File: config.mk
export PLATFORM = sky130hd
export DESIGN_NAME = irq_status_agg
export DESIGN_NICKNAME = d
export VERILOG_FILES = /design/src/rtl/irq_agg_pkg.sv /design/src/rtl/irq_src_cell.sv /design/src/rtl/irq_regfile.sv /design/src/rtl/irq_out_stage.sv /design/src/rtl/irq_status_agg.sv
export SDC_FILE = /design/constraint.sdc
export NUM_CORES = 1
export LEC_CHECK = 0
export ABC_AREA = 1
export BUFFER_PORTS_ARGS = -buffer_cell sky130_fd_sc_hd__buf_2
export CORE_ASPECT_RATIO = 0.9
export CORE_MARGIN = 1
export CORE_UTILIZATION = 27
export CTS_BUF_LIST = sky130_fd_sc_hd__clkbuf_2
export DETAILED_ROUTE_END_ITERATION = 10
export MAX_ROUTING_LAYER = met4
export PLACE_DENSITY_LB_ADDON = 0.25
export SKIP_CTS_REPAIR_TIMING = 1
export SLEW_MARGIN = 20
export SYNTH_ARGS = -nofsm -noshare
export SYNTH_HDL_FRONTEND = slang
export SYNTH_SLANG_ARGS = --single-unit
File: constraint.sdc
create_clock -name clk -period 0.9 [get_ports clk]
set_clock_uncertainty 0.15 [all_clocks]
set_input_delay 0.045 -clock clk [delete_from_list [all_inputs] [get_ports clk]]
set_output_delay 0.045 -clock clk [all_outputs]
set_load 0.01 [all_outputs]
File: src/rtl/irq_agg_pkg.sv
package irq_agg_pkg;

   typedef enum logic [1:0] {
      SEL_RAW    = 2'd0,
      SEL_STATUS = 2'd1,
      SEL_CLEAR  = 2'd2,
      SEL_ENABLE = 2'd3
   } reg_sel_e;

   localparam int unsigned MIN_ADDR_W = 2;

endpackage

File: src/rtl/irq_src_cell.sv
module irq_src_cell #(
   parameter bit LEVEL_TYPE = 1'b1
) (
   input  logic clk,
   input  logic rst_n,
   input  logic evt_i,
   input  logic clr_i,
   output logic raw_o,
   output logic status_o
);

   logic raw_q;
   logic prev_q;
   logic status_q;
   logic set_evt;

   // previous sample of the raw bit, shared by both variants
   always_ff @(posedge clk) begin
      if (!rst_n) prev_q <= 1'b0;
      else        prev_q <= raw_q;
   end

   generate
      if (LEVEL_TYPE) begin : g_level
         always_ff @(posedge clk) begin
            if (!rst_n) raw_q <= 1'b0;
            else        raw_q <= evt_i;
         end
         assign set_evt = raw_q ^ prev_q;

         assert_level_change_R3: assert property (@(posedge clk) disable iff (!rst_n)
            (raw_q != prev_q) |=> status_q);
         assert_level_follows_R1: assert property (@(posedge clk) disable iff (!rst_n)
            1'b1 |=> (raw_q == $past(evt_i)));
      end else begin : g_edge
         always_ff @(posedge clk) begin
            if (!rst_n)     raw_q <= 1'b0;
            else if (evt_i) raw_q <= 1'b1;
            else if (clr_i) raw_q <= 1'b0;
         end
         assign set_evt = raw_q & ~prev_q;

         assert_edge_latch_R2: assert property (@(posedge clk) disable iff (!rst_n)
            (raw_q && !clr_i) |=> raw_q);
         assert_edge_rise_only_R4: assert property (@(posedge clk) disable iff (!rst_n)
            $rose(status_q) |-> $past(raw_q && !prev_q));
         assert_edge_clear_R7: assert property (@(posedge clk) disable iff (!rst_n)
            (clr_i && !evt_i) |=> !raw_q);
      end
   endgenerate

   // sticky status: a set event takes priority over a clear
   always_ff @(posedge clk) begin
      if (!rst_n)       status_q <= 1'b0;
      else if (set_evt) status_q <= 1'b1;
      else if (clr_i)   status_q <= 1'b0;
   end

   assign raw_o    = raw_q;
   assign status_o = status_q;

   assert_status_hold_R5: assert property (@(posedge clk) disable iff (!rst_n)
      (status_q && !clr_i) |=> status_q);

endmodule

File: src/rtl/irq_regfile.sv
module irq_regfile
   import irq_agg_pkg::*;
#(
   parameter int unsigned NUM_SRC = 8,
   parameter int unsigned ADDR_W  = 2
) (
   input  logic               clk,
   input  logic               rst_n,
   input  logic               wr_en,
   input  logic [ADDR_W-1:0]  addr,
   input  logic [NUM_SRC-1:0] wdata,
   input  logic [NUM_SRC-1:0] raw_i,
   input  logic [NUM_SRC-1:0] status_i,
   output logic [NUM_SRC-1:0] clr_o,
   output logic [NUM_SRC-1:0] enable_o,
   output logic [NUM_SRC-1:0] rdata_o
);

   localparam logic [ADDR_W-1:0] A_RAW    = ADDR_W'(SEL_RAW);
   localparam logic [ADDR_W-1:0] A_STATUS = ADDR_W'(SEL_STATUS);
   localparam logic [ADDR_W-1:0] A_CLEAR  = ADDR_W'(SEL_CLEAR);
   localparam logic [ADDR_W-1:0] A_ENABLE = ADDR_W'(SEL_ENABLE);

   logic [NUM_SRC-1:0] enable_q;
   logic               hit_clear;
   logic               hit_enable;

   assign hit_clear  = wr_en && (addr == A_CLEAR);
   assign hit_enable = wr_en && (addr == A_ENABLE);

   // clear bits exist only as a one-cycle strobe
   assign clr_o = hit_clear ? wdata : '0;

   always_ff @(posedge clk) begin
      if (!rst_n)          enable_q <= '0;
      else if (hit_enable) enable_q <= wdata;
   end
   assign enable_o = enable_q;

   always_comb begin
      case (addr)
         A_RAW:    rdata_o = raw_i;
         A_STATUS: rdata_o = status_i;
         A_ENABLE: rdata_o = enable_q;
         default:  rdata_o = '0;
      endcase
   end

   assert_clear_strobe_R5: assert property (@(posedge clk) disable iff (!rst_n)
      (clr_o != '0) |-> wr_en);
   assert_enable_hold_R10: assert property (@(posedge clk) disable iff (!rst_n)
      !hit_enable |=> $stable(enable_q));

endmodule

File: src/rtl/irq_out_stage.sv
module irq_out_stage #(
   parameter int unsigned NUM_SRC = 8
) (
   input  logic               clk,
   input  logic               rst_n,
   input  logic [NUM_SRC-1:0] status_i,
   input  logic [NUM_SRC-1:0] enable_i,
   output logic               irq_o
);

   logic irq_q;

   always_ff @(posedge clk) begin
      if (!rst_n) irq_q <= 1'b0;
      else        irq_q <= |(status_i & enable_i);
   end
   assign irq_o = irq_q;

   assert_no_enable_quiet_R8: assert property (@(posedge clk) disable iff (!rst_n)
      (enable_i == '0) |=> !irq_q);

endmodule

File: src/rtl/irq_status_agg.sv
module irq_status_agg
   import irq_agg_pkg::*;
#(
   parameter int unsigned          NUM_SRC   = 8,
   parameter logic [NUM_SRC-1:0]   LEVEL_SRC = 8'h0F,
   parameter int unsigned          ADDR_W    = 2
) (
   input  logic               clk,
   input  logic               rst_n,
   input  logic [NUM_SRC-1:0] src_evt,
   input  logic               reg_wr,
   input  logic [ADDR_W-1:0]  reg_addr,
   input  logic [NUM_SRC-1:0] reg_wdata,
   output logic [NUM_SRC-1:0] reg_rdata,
   output logic               irq
);

   initial begin
      assert_param_src_R10: assert (NUM_SRC >= 1);
      assert_param_addr_R10: assert (ADDR_W >= MIN_ADDR_W);
   end

   logic [NUM_SRC-1:0] raw_vec;
   logic [NUM_SRC-1:0] status_vec;
   logic [NUM_SRC-1:0] clr_vec;
   logic [NUM_SRC-1:0] enable_vec;

   generate
      for (genvar i = 0; i < NUM_SRC; i++) begin : g_src
         irq_src_cell #(
            .LEVEL_TYPE (LEVEL_SRC[i])
         ) u_cell (
            .clk      (clk),
            .rst_n    (rst_n),
            .evt_i    (src_evt[i]),
            .clr_i    (clr_vec[i]),
            .raw_o    (raw_vec[i]),
            .status_o (status_vec[i])
         );
      end
   endgenerate

   irq_regfile #(
      .NUM_SRC (NUM_SRC),
      .ADDR_W  (ADDR_W)
   ) u_regs (
      .clk      (clk),
      .rst_n    (rst_n),
      .wr_en    (reg_wr),
      .addr     (reg_addr),
      .wdata    (reg_wdata),
      .raw_i    (raw_vec),
      .status_i (status_vec),
      .clr_o    (clr_vec),
      .enable_o (enable_vec),
      .rdata_o  (reg_rdata)
   );

   irq_out_stage #(
      .NUM_SRC (NUM_SRC)
   ) u_out (
      .clk      (clk),
      .rst_n    (rst_n),
      .status_i (status_vec),
      .enable_i (enable_vec),
      .irq_o    (irq)
   );

   assert_irq_follows_R8: assert property (@(posedge clk) disable iff (!rst_n)
      ((status_vec & enable_vec) != '0) |=> irq);
   assert_irq_drops_R8: assert property (@(posedge clk) disable iff (!rst_n)
      ((status_vec & enable_vec) == '0) |=> !irq);

endmodule

## Yosys cells after proc, flatten, opt, wreduce, memory -nomap -nowiden

Index checks and enable logic that the tools add are counted.

- Register bits after elaboration: 33
- Bits in latches: 0
- Bits in writable memories: 0
- ROM bits: 0
- Input port bits: 21
- Output and inout port bits: 9
- Logic and storage cells: 80
- Memories kept: 0

- $add $sub $neg: 0
- Multipliers: 0
- Divide/modulo/power cells: 0
- $lt $le $gt $ge: 0
- Equal/unequal tests: 3
- Shifts and indexed selects: 0
- Muxes and demuxes: 22
- Bitwise operators: 13
- Reductions and logical operators: 16

Operators by type and width:

| cell | count |
|---|---|
| $pmux W8 S3 | 1 |
| $reduce_bool A2 Y1 | 12 |
| $mux W1 | 20 |
| $and A8 B8 Y8 | 1 |
| $mux W8 | 1 |
| $reduce_or A8 Y1 | 1 |
| $and A1 B1 Y1 | 4 |
| $eq A2 B2 Y1 const B | 2 |
| $not A1 Y1 | 4 |
| $xor A1 B1 Y1 | 4 |
| $eq A2 B1 Y1 const B | 1 |
| $logic_and A1 B1 Y1 | 2 |
| $logic_not A2 Y1 | 1 |

## Depth between registers and ports, before layout

Gate-level depths: netlist (run 1).

- Depth in word-level cells: 5
- Depth in mapped cells: 6
- Gate-level depth less buffers: 5

## By module

From an unflattened synthesis (run 1), not the netlist that was laid out.

- Cells, all modules: 238
- Area total of the unflattened synthesis: 1485.2 µm²

Modules (own cells, without submodules):

| module | instances | cells each | area an instance (µm²) | sequential area each (µm²) |
|---|---|---|---|---|
| irq_regfile | 1 | 105 | 558.0 | 160.2 |
| irq_src_cell at g_src[0].u_cell ... | 4 | 16 | 110.1 | 60.1 |
| irq_src_cell at g_src[4].u_cell ... | 4 | 13 | 101.3 | 60.1 |
| irq_out_stage | 1 | 17 | 81.3 | 20.0 |

## Least setup slack after synthesis (run 1)

OpenSTA, ideal clock, no wires.

- Kind: input to register
- From: in reg_addr[1]
- To: reg u_regs.enable_q[0], in the netlist u_regs.enable_o[0]
- Library setup time: 0.116 ns
- Arrival time: 0.587 ns
- Required time: 0.634 ns
- Slack: 0.047 ns
- Stages: 6
- Buffers on the path: 1
- Path through: buf_4 > nand2_2 > nor2_4 > inv_2 > nor2_1 > nor2_1

- Cells in the longest elaborated chain, start to end: 2

RTL lines:

| element | RTL line | source |
|---|---|---|
| start: declaration | irq_status_agg.sv:12 | `input logic [ADDR_W-1:0] reg_addr,` |
| $eq A2 B2 Y1 | irq_regfile.sv:29 | `assign hit_enable = wr_en && (addr == A_ENABLE);` |
| $logic_and A1 B1 Y1 | irq_regfile.sv:29 |  |
| end signal: assignment | irq_regfile.sv:36 | `else if (hit_enable) enable_q <= wdata;` |
| end: declaration | irq_regfile.sv:24 | `logic [NUM_SRC-1:0] enable_q;` |

No other way between the ends.
A chain may end at the register's enable or synchronous reset.

## Worst setup path in the final report (run 1)

- From: reg g_src[6].u_cell.status_q
- To: out reg_rdata[6]

- Cells in the longest elaborated chain, start to end: 1

RTL lines:

| element | RTL line | source |
|---|---|---|
| start: declaration | irq_src_cell.sv:14 | `logic status_q;` |
| start signal: assignment | irq_src_cell.sv:54 | `if (!rst_n) status_q <= 1'b0;` |
| start signal: assignment | irq_src_cell.sv:55 | `else if (set_evt) status_q <= 1'b1;` |
| start signal: assignment | irq_src_cell.sv:56 | `else if (clr_i) status_q <= 1'b0;` |
| $pmux W8 S3 | irq_regfile.sv:41 | `case (addr)` |
| end: declaration | irq_status_agg.sv:14 | `output logic [NUM_SRC-1:0] reg_rdata,` |

No other way between the ends.

==> results.cfg, run 1 <==
[min_path]
hold_path_end = g_src[3].u_cell.status_o
min-delay-start = reg_addr[1]
hp-class = in -> reg
hold_depth = 5

[clock_tree]
cts-root-buf = clkbuf_2
insertion_delay_ps = 380
numCtsBuffers = 5
cts_tree = built
h-tree-depth = 2
clk_path_buf_depth = 2
clk_pin_slew_ps = 190
cts_sinks = 33

[timing]
whs_ps = 18.7
tightestPinTransition_ps = 252
timing.final.crit_share_pct = 142
relSlewSlack_pct = 83.1
finalSetupViolCount = 41
rsz0062_at_grt = yes
period_needed_ps = 1280
maxSlewViolCount = 0
setup_slack_ps = -377
hold_viol = 0
fmax_mhz = 783

[setup_path]
crit-reg2reg-launch = g_src[4].u_cell.status_o
path_delay_family = flip-flops
worstReg2RegEnd = u_out.irq_o
cp.required_ps = 700
endpoint_kind = output pin
start_kind = flop
worstPathCellList = buf_6 -> nand2_2 -> nand3_2 -> buf_6
cp_common_cell = buf_6
slowest_delay_ps = 360
slowest_stage = dfxtp_2
worstSetupPathType = reg -> out
critPathBufInv = 2
r2r_cells = 5
startpoint = g_src[6].u_cell.status_o
reg2reg_slack_ps = -110
cp.arrival_ps = 1080
crit_fanout = 2

[placed_design]
placedCellCount = 287
dpl.hpwl_mm = 2.35
gp_congestion = 0.792
dp_slack_ps = -79.7
portBuffers = 29

[global_route]
grt_pass1_wl_mm = 4.62
grt_antenna_before_repair = 0
grt_pass1_vias = 1058
grt_max_degree = 17
grt_usage_pct = 13.1
globalRouteOverflowTotal = 0

[power]
leakagePower_uw = 0.00106
pwr_density_cell_mw_per_mm2 = 1430
switching_share_pct = 29.1
power_uw = 2930
internal_power_uw = 2070
combPwrFrac_pct = 19.5
ir_worst_vdd_v = 0.000478
switching_power_uw = 852
seqPwrFrac_pct = 56.2
power_frac_clock_pct = 24.3

[layout]
multiInputGateArea_um2 = 608
stdcell_count = 317
drive_gt1_share_pct = 38.4
final_util_pct = 44.6
fill_cells = 479
register_area_um2 = 682
final_nets = 275
syn_to_final_growth_pct = 55.3
diodes = 0

[routing]
wl_per_cell_um = 11.1
vias = 1352
drt_wl_total_mm = 3.53
drt.antenna.violating_nets = 0
viasPerCell = 4.26
firstDrtPassIters = 4
drc = 0
detail_route.iter0.violations = 56

[floorplanning]
core_mm2 = 0.00458
fp-row-count = 23
die_y_um = 68.2
ios = 30
die_w_um = 75.5
start_util_pct = 28.7
dieArea_mm2 = 0.00515

[run_status]
outcome = finished with violations
violations = setup timing

[logic_synthesis]
syn_avg_cell_area_um2 = 7.22
netlist_instances = 182
syn_nets = 203
syn_area_mm2 = 0.00131
synth-seq-cells = 33
ys_seq_area_share_pct = 50.3
synth.distinct_cells = 18
yosys_warnings = 0

[flow_run]
cap_viol_max_count = 0
[synth_stat cells]
| cell | number | area, um2 |
|---|---|---|
| nand2_1 | 60 | 225 |
| dfxtp_1 | 33 | 661 |
| nor2_1 | 22 | 82.6 |
| inv_1 | 18 | 67.6 |
| nand3_1 | 9 | 45.0 |
| o21ai_0 | 8 | 40.0 |
| a21oi_1 | 5 | 25.0 |
| nand4_1 | 4 | 25.0 |
| o21ai_1 | 4 | 20.0 |
| o22ai_1 | 4 | 25.0 |
| xnor2_1 | 4 | 35.0 |
| inv_2 | 3 | 11.3 |
| buf_2 | 2 | 10.0 |
| nor2_2 | 2 | 12.5 |
| buf_4 | 1 | 7.51 |
| clkbuf_1 | 1 | 3.75 |
| nand2_2 | 1 | 6.26 |
| nor2_4 | 1 | 11.3 |
[power by group through the flow]
stage               Combinational, uW  Sequential (uW)  Clock (uW)
floorplan                         213             1650           0
global placement                  422             1660           0
detailed placement                421             1660           0
CTS                               425             1630         744
global route                      622             1660         797
finish                            569             1650         712
[sequential cells by signal, indices dropped and copies added (netlist names)]
register and count:
u_regs.enable_o 8, g_src.u_cell.prev_q 8, u_out.irq_o 1, g_src.u_cell.raw_o 8, g_src.u_cell.status_o 8
[worst min-delay path: stages]
cell,delay (ps)
buf_2,140
buf_4,140
nand4_1,90
nand2_1,70
a21oi_1,50
[through the flow]
step	area, um2	TNS (ps)
floorplan	1310	0
global placement	1660	-844
detailed placement	1660	-938
CTS	1710	-3340
global route	2040	-7220
finish	2040	-6170
[area by class of cell]
class / count / share of cell area (%)
clock inverters: 3 / 0.858
multi-input cells: 124 / 29.8
clock buffers: 5 / 1.23
well taps: 62 / 3.80
flip-flops and latches: 33 / 33.4
inverters: 21 / 3.86
repair buffers: 69 / 27.0
[layer usage]
| layer | global-route usage (%) | wire length, um | vias up |
|---|---|---|---|
| met2 | 18.9 | 1620 | 30 |
| met4 | 7.64 | 66 | 0 |
| met5 | - | 0 | - |
| met3 | 3.09 | 135 | 7 |
| li1 | - | - | 712 |
| met1 | 16.7 | 1710 | 603 |
[how the worst max path moves through the flow]
stage | endpoint | depth (start not counted) | slack [ps]
2_1_floorplan | u_regs.enable_o[0] | 6 | 50
3_3_place_gp | reg_rdata[5] | 7 | -70
3_5_place_dp | reg_rdata[5] | 7 | -80
4_1_cts | reg_rdata[6] | 4 | -430
5_1_grt | reg_rdata[7] | 4 | -450
6_report | reg_rdata[6] | 4 | -380
[logic make-up after synthesis]
group                  share of synthesized area (%)
buffers and inverters                           7.62
AND/OR/NAND/NOR                                 31.0
flip-flops                                      50.3
AO/OA/AOI/OAI                                   8.38
XOR/XNOR                                        2.67
[cell usage in the layout, fill, tap and decap left out, drive strengths merged]
| master | n |
|---|---|
| nand2 | 61 |
| buf | 50 |
| dfxtp | 33 |
| nor2 | 25 |
| inv | 21 |
| dlygate4sd3 | 19 |
| o21ai | 12 |
| nand3 | 9 |
| a21oi | 5 |
| clkbuf | 5 |
| nand4 | 4 |
| xnor2 | 4 |
| o22ai | 4 |
| clkinv | 2 |
| clkinvlp | 1 |
No activity file was read; power rests on OpenSTA's default activity.
==> inputs of run 2 (changes only) <==
--- a/config.mk
+++ b/config.mk
@@ -7,5 +7,4 @@
 export LEC_CHECK = 0
 export ABC_AREA = 1
-export BUFFER_PORTS_ARGS = -buffer_cell sky130_fd_sc_hd__buf_2
 export CORE_ASPECT_RATIO = 0.9
 export CORE_MARGIN = 1
@@ -13,4 +12,5 @@
 export CTS_BUF_LIST = sky130_fd_sc_hd__clkbuf_2
 export DETAILED_ROUTE_END_ITERATION = 10
+export DONT_BUFFER_PORTS = 1
 export MAX_ROUTING_LAYER = met4
 export PLACE_DENSITY_LB_ADDON = 0.25
==> constraint.sdc (replaced) <==
create_clock -name clk -period 0.9 [get_ports clk]
set_clock_uncertainty 0.15 [all_clocks]
set_input_delay 0.135 -clock clk [delete_from_list [all_inputs] [get_ports clk]]
set_output_delay 0.135 -clock clk [all_outputs]
set_load 0.01 [all_outputs]
==> results.cfg, run 2 (synthesized netlist as in run 1, its figures left out) <==
[setup_path]
worstSetupPathType = reg -> out
critPathCapture = reg_rdata[2]
crit_fanout = 3
crit-reg2reg-launch = g_src[3].u_cell.status_o
critPathBufInv = 0
startpoint = g_src[2].u_cell.status_o
worstPathCellList = nand2_2 -> nand3_2
cp.depth = 2
slowest_delay_ps = 380
slowest_stage = dfxtp_2
worstReg2RegEnd = u_out.irq_o
start_kind = flop
endpoint_kind = output pin
cp.required_ps = 610
path_delay_family = flip-flops
reg2reg_slack_ps = -110
r2r_cells = 5
cp.arrival_ps = 910

[clock_tree]
clk_path_buf_depth = 2
h-tree-depth = 2
clk_pin_slew_ps = 170
insertion_delay_ps = 360
cts-root-buf = clkbuf_2
cts_tree = built
cts_sinks = 33
numCtsBuffers = 5

[global_route]
use_met1_pct = 16.8
grt_pass1_vias = 971
grt.busiest_layer = met2
grt_pass1_wl_mm = 4.61
grt_antenna_before_repair = 0
met2_usage_pct = 18.3
grt_usage_pct = 12.9
globalRouteOverflowTotal = 0
grt_max_degree = 30
met3_usage_pct = 4.27

[timing]
whs_ps = -293
maxSlewViolCount = 0
timing.final.crit_share_pct = 133
setup_slack_ps = -296
relSlewSlack_pct = 81.0
fmax_mhz = 836
rsz0062_at_grt = yes
period_needed_ps = 1200
finalSetupViolCount = 12
tightestPinTransition_ps = 284
hold_viol = 28

[power]
combPwrFrac_pct = 14.5
seqPwrFrac_pct = 61.2
power_uw = 2700
leakagePower_uw = 0.000875
power_frac_clock_pct = 24.3
pwr_density_cell_mw_per_mm2 = 1520
switching_share_pct = 27.2
internal_power_uw = 1970
ir_worst_vdd_v = 0.000554
switching_power_uw = 736

[run_status]
violations = hold timing, setup timing
outcome = finished with violations

[placed_design]
placedCellCount = 244
portBuffers = 0
dpl.hpwl_mm = 2.12
dp_slack_ps = -40.1
gp_congestion = 0.702

[flow_run]
cap_viol_max_count = 0

[floorplanning]
dieArea_mm2 = 0.00515
die_y_um = 68.2
ios = 30
core_mm2 = 0.00458
start_util_pct = 28.7
fp-row-count = 23
die_w_um = 75.5

[routing]
drt_wl_total_mm = 3.29
vias = 1192
drt.antenna.violating_nets = 0
drc = 0
viasPerCell = 4.38
wl_per_cell_um = 12.1
firstDrtPassIters = 4
detail_route.iter0.violations = 69

[layout]
final_common_cell = nand2_1
drive_gt1_share_pct = 35.2
layout_common_cells = 47 x nand2_1, 24 x dfxtp_2, 22 x nor2_1
diodes = 0
fill_cells = 485
final_nets = 231
stdcell_count = 272
syn_to_final_growth_pct = 35.5

[min_path]
hp-class = in -> reg
## run 2: cell count changes in the layout (fill, tap and decap cells not counted), sizes merged
cell,before,now
buf,50,12
clkbuf,5,6
clkinv,2,1
clkinvlp,1,0
dlygate4sd3,19,13
## run 2: final cells by class
| class | count | area [um2] | area share (%) |
|---|---|---|---|
| clock buffers | 6 | 30.0 | 1.69 |
| clock inverters | 1 | 3.75 | 0.211 |
| inverters | 21 | 78.8 | 4.43 |
| multi-input cells | 124 | 659 | 37.0 |
| flip-flops and latches | 33 | 691 | 38.8 |
| well taps | 62 | 77.6 | 4.36 |
| repair buffers | 25 | 240 | 13.5 |
## run 2: worst min path at each step
stage          startpoint                     end  slack, ps  depth (start not counted)
2_1_floorplan  src_evt[0]   g_src[0].u_cell.raw_o         80                          2
3_3_place_gp        rst_n   g_src[3].u_cell.raw_o         80                          2
3_5_place_dp        rst_n   g_src[3].u_cell.raw_o         90                          2
4_1_cts             rst_n   g_src[3].u_cell.raw_o       -320                          2
5_1_grt             rst_n  g_src[0].u_cell.prev_q       -320                          2
6_report            rst_n  g_src[3].u_cell.prev_q       -290                          2
## run 2: layer usage
| metal | part of all wire [%] | vias to the layer above |
|---|---|---|
| met3 | 5.6 | 5 |
| met4 | 1.1 | 0 |
| met1 | 49 | 537 |
| met5 | 0 | - |
| met2 | 45 | 25 |
| li1 | - | 625 |
## run 2: through the flow
stage	hold slack, ps	utilization, %	instance area (um2)	setup TNS [ps]
after floorplan	82.6	-	1340	-138
after global placement	84.4	31.2	1430	-71.0
after detailed placement	88.0	31.2	1430	-138
after CTS	-322	31.9	1460	-3160
after global routing	-319	38.9	1780	-3230
final	-293	38.9	1780	-2540
## run 2: power by group through the flow
| stage | registers (uW) | logic [uW] | clock network, uW |
|---|---|---|---|
| floorplan | 1650 | 226 | 0 |
| global placement | 1670 | 259 | 0 |
| detailed placement | 1670 | 259 | 0 |
| CTS | 1640 | 260 | 693 |
| global route | 1670 | 435 | 751 |
| finish | 1650 | 392 | 656 |
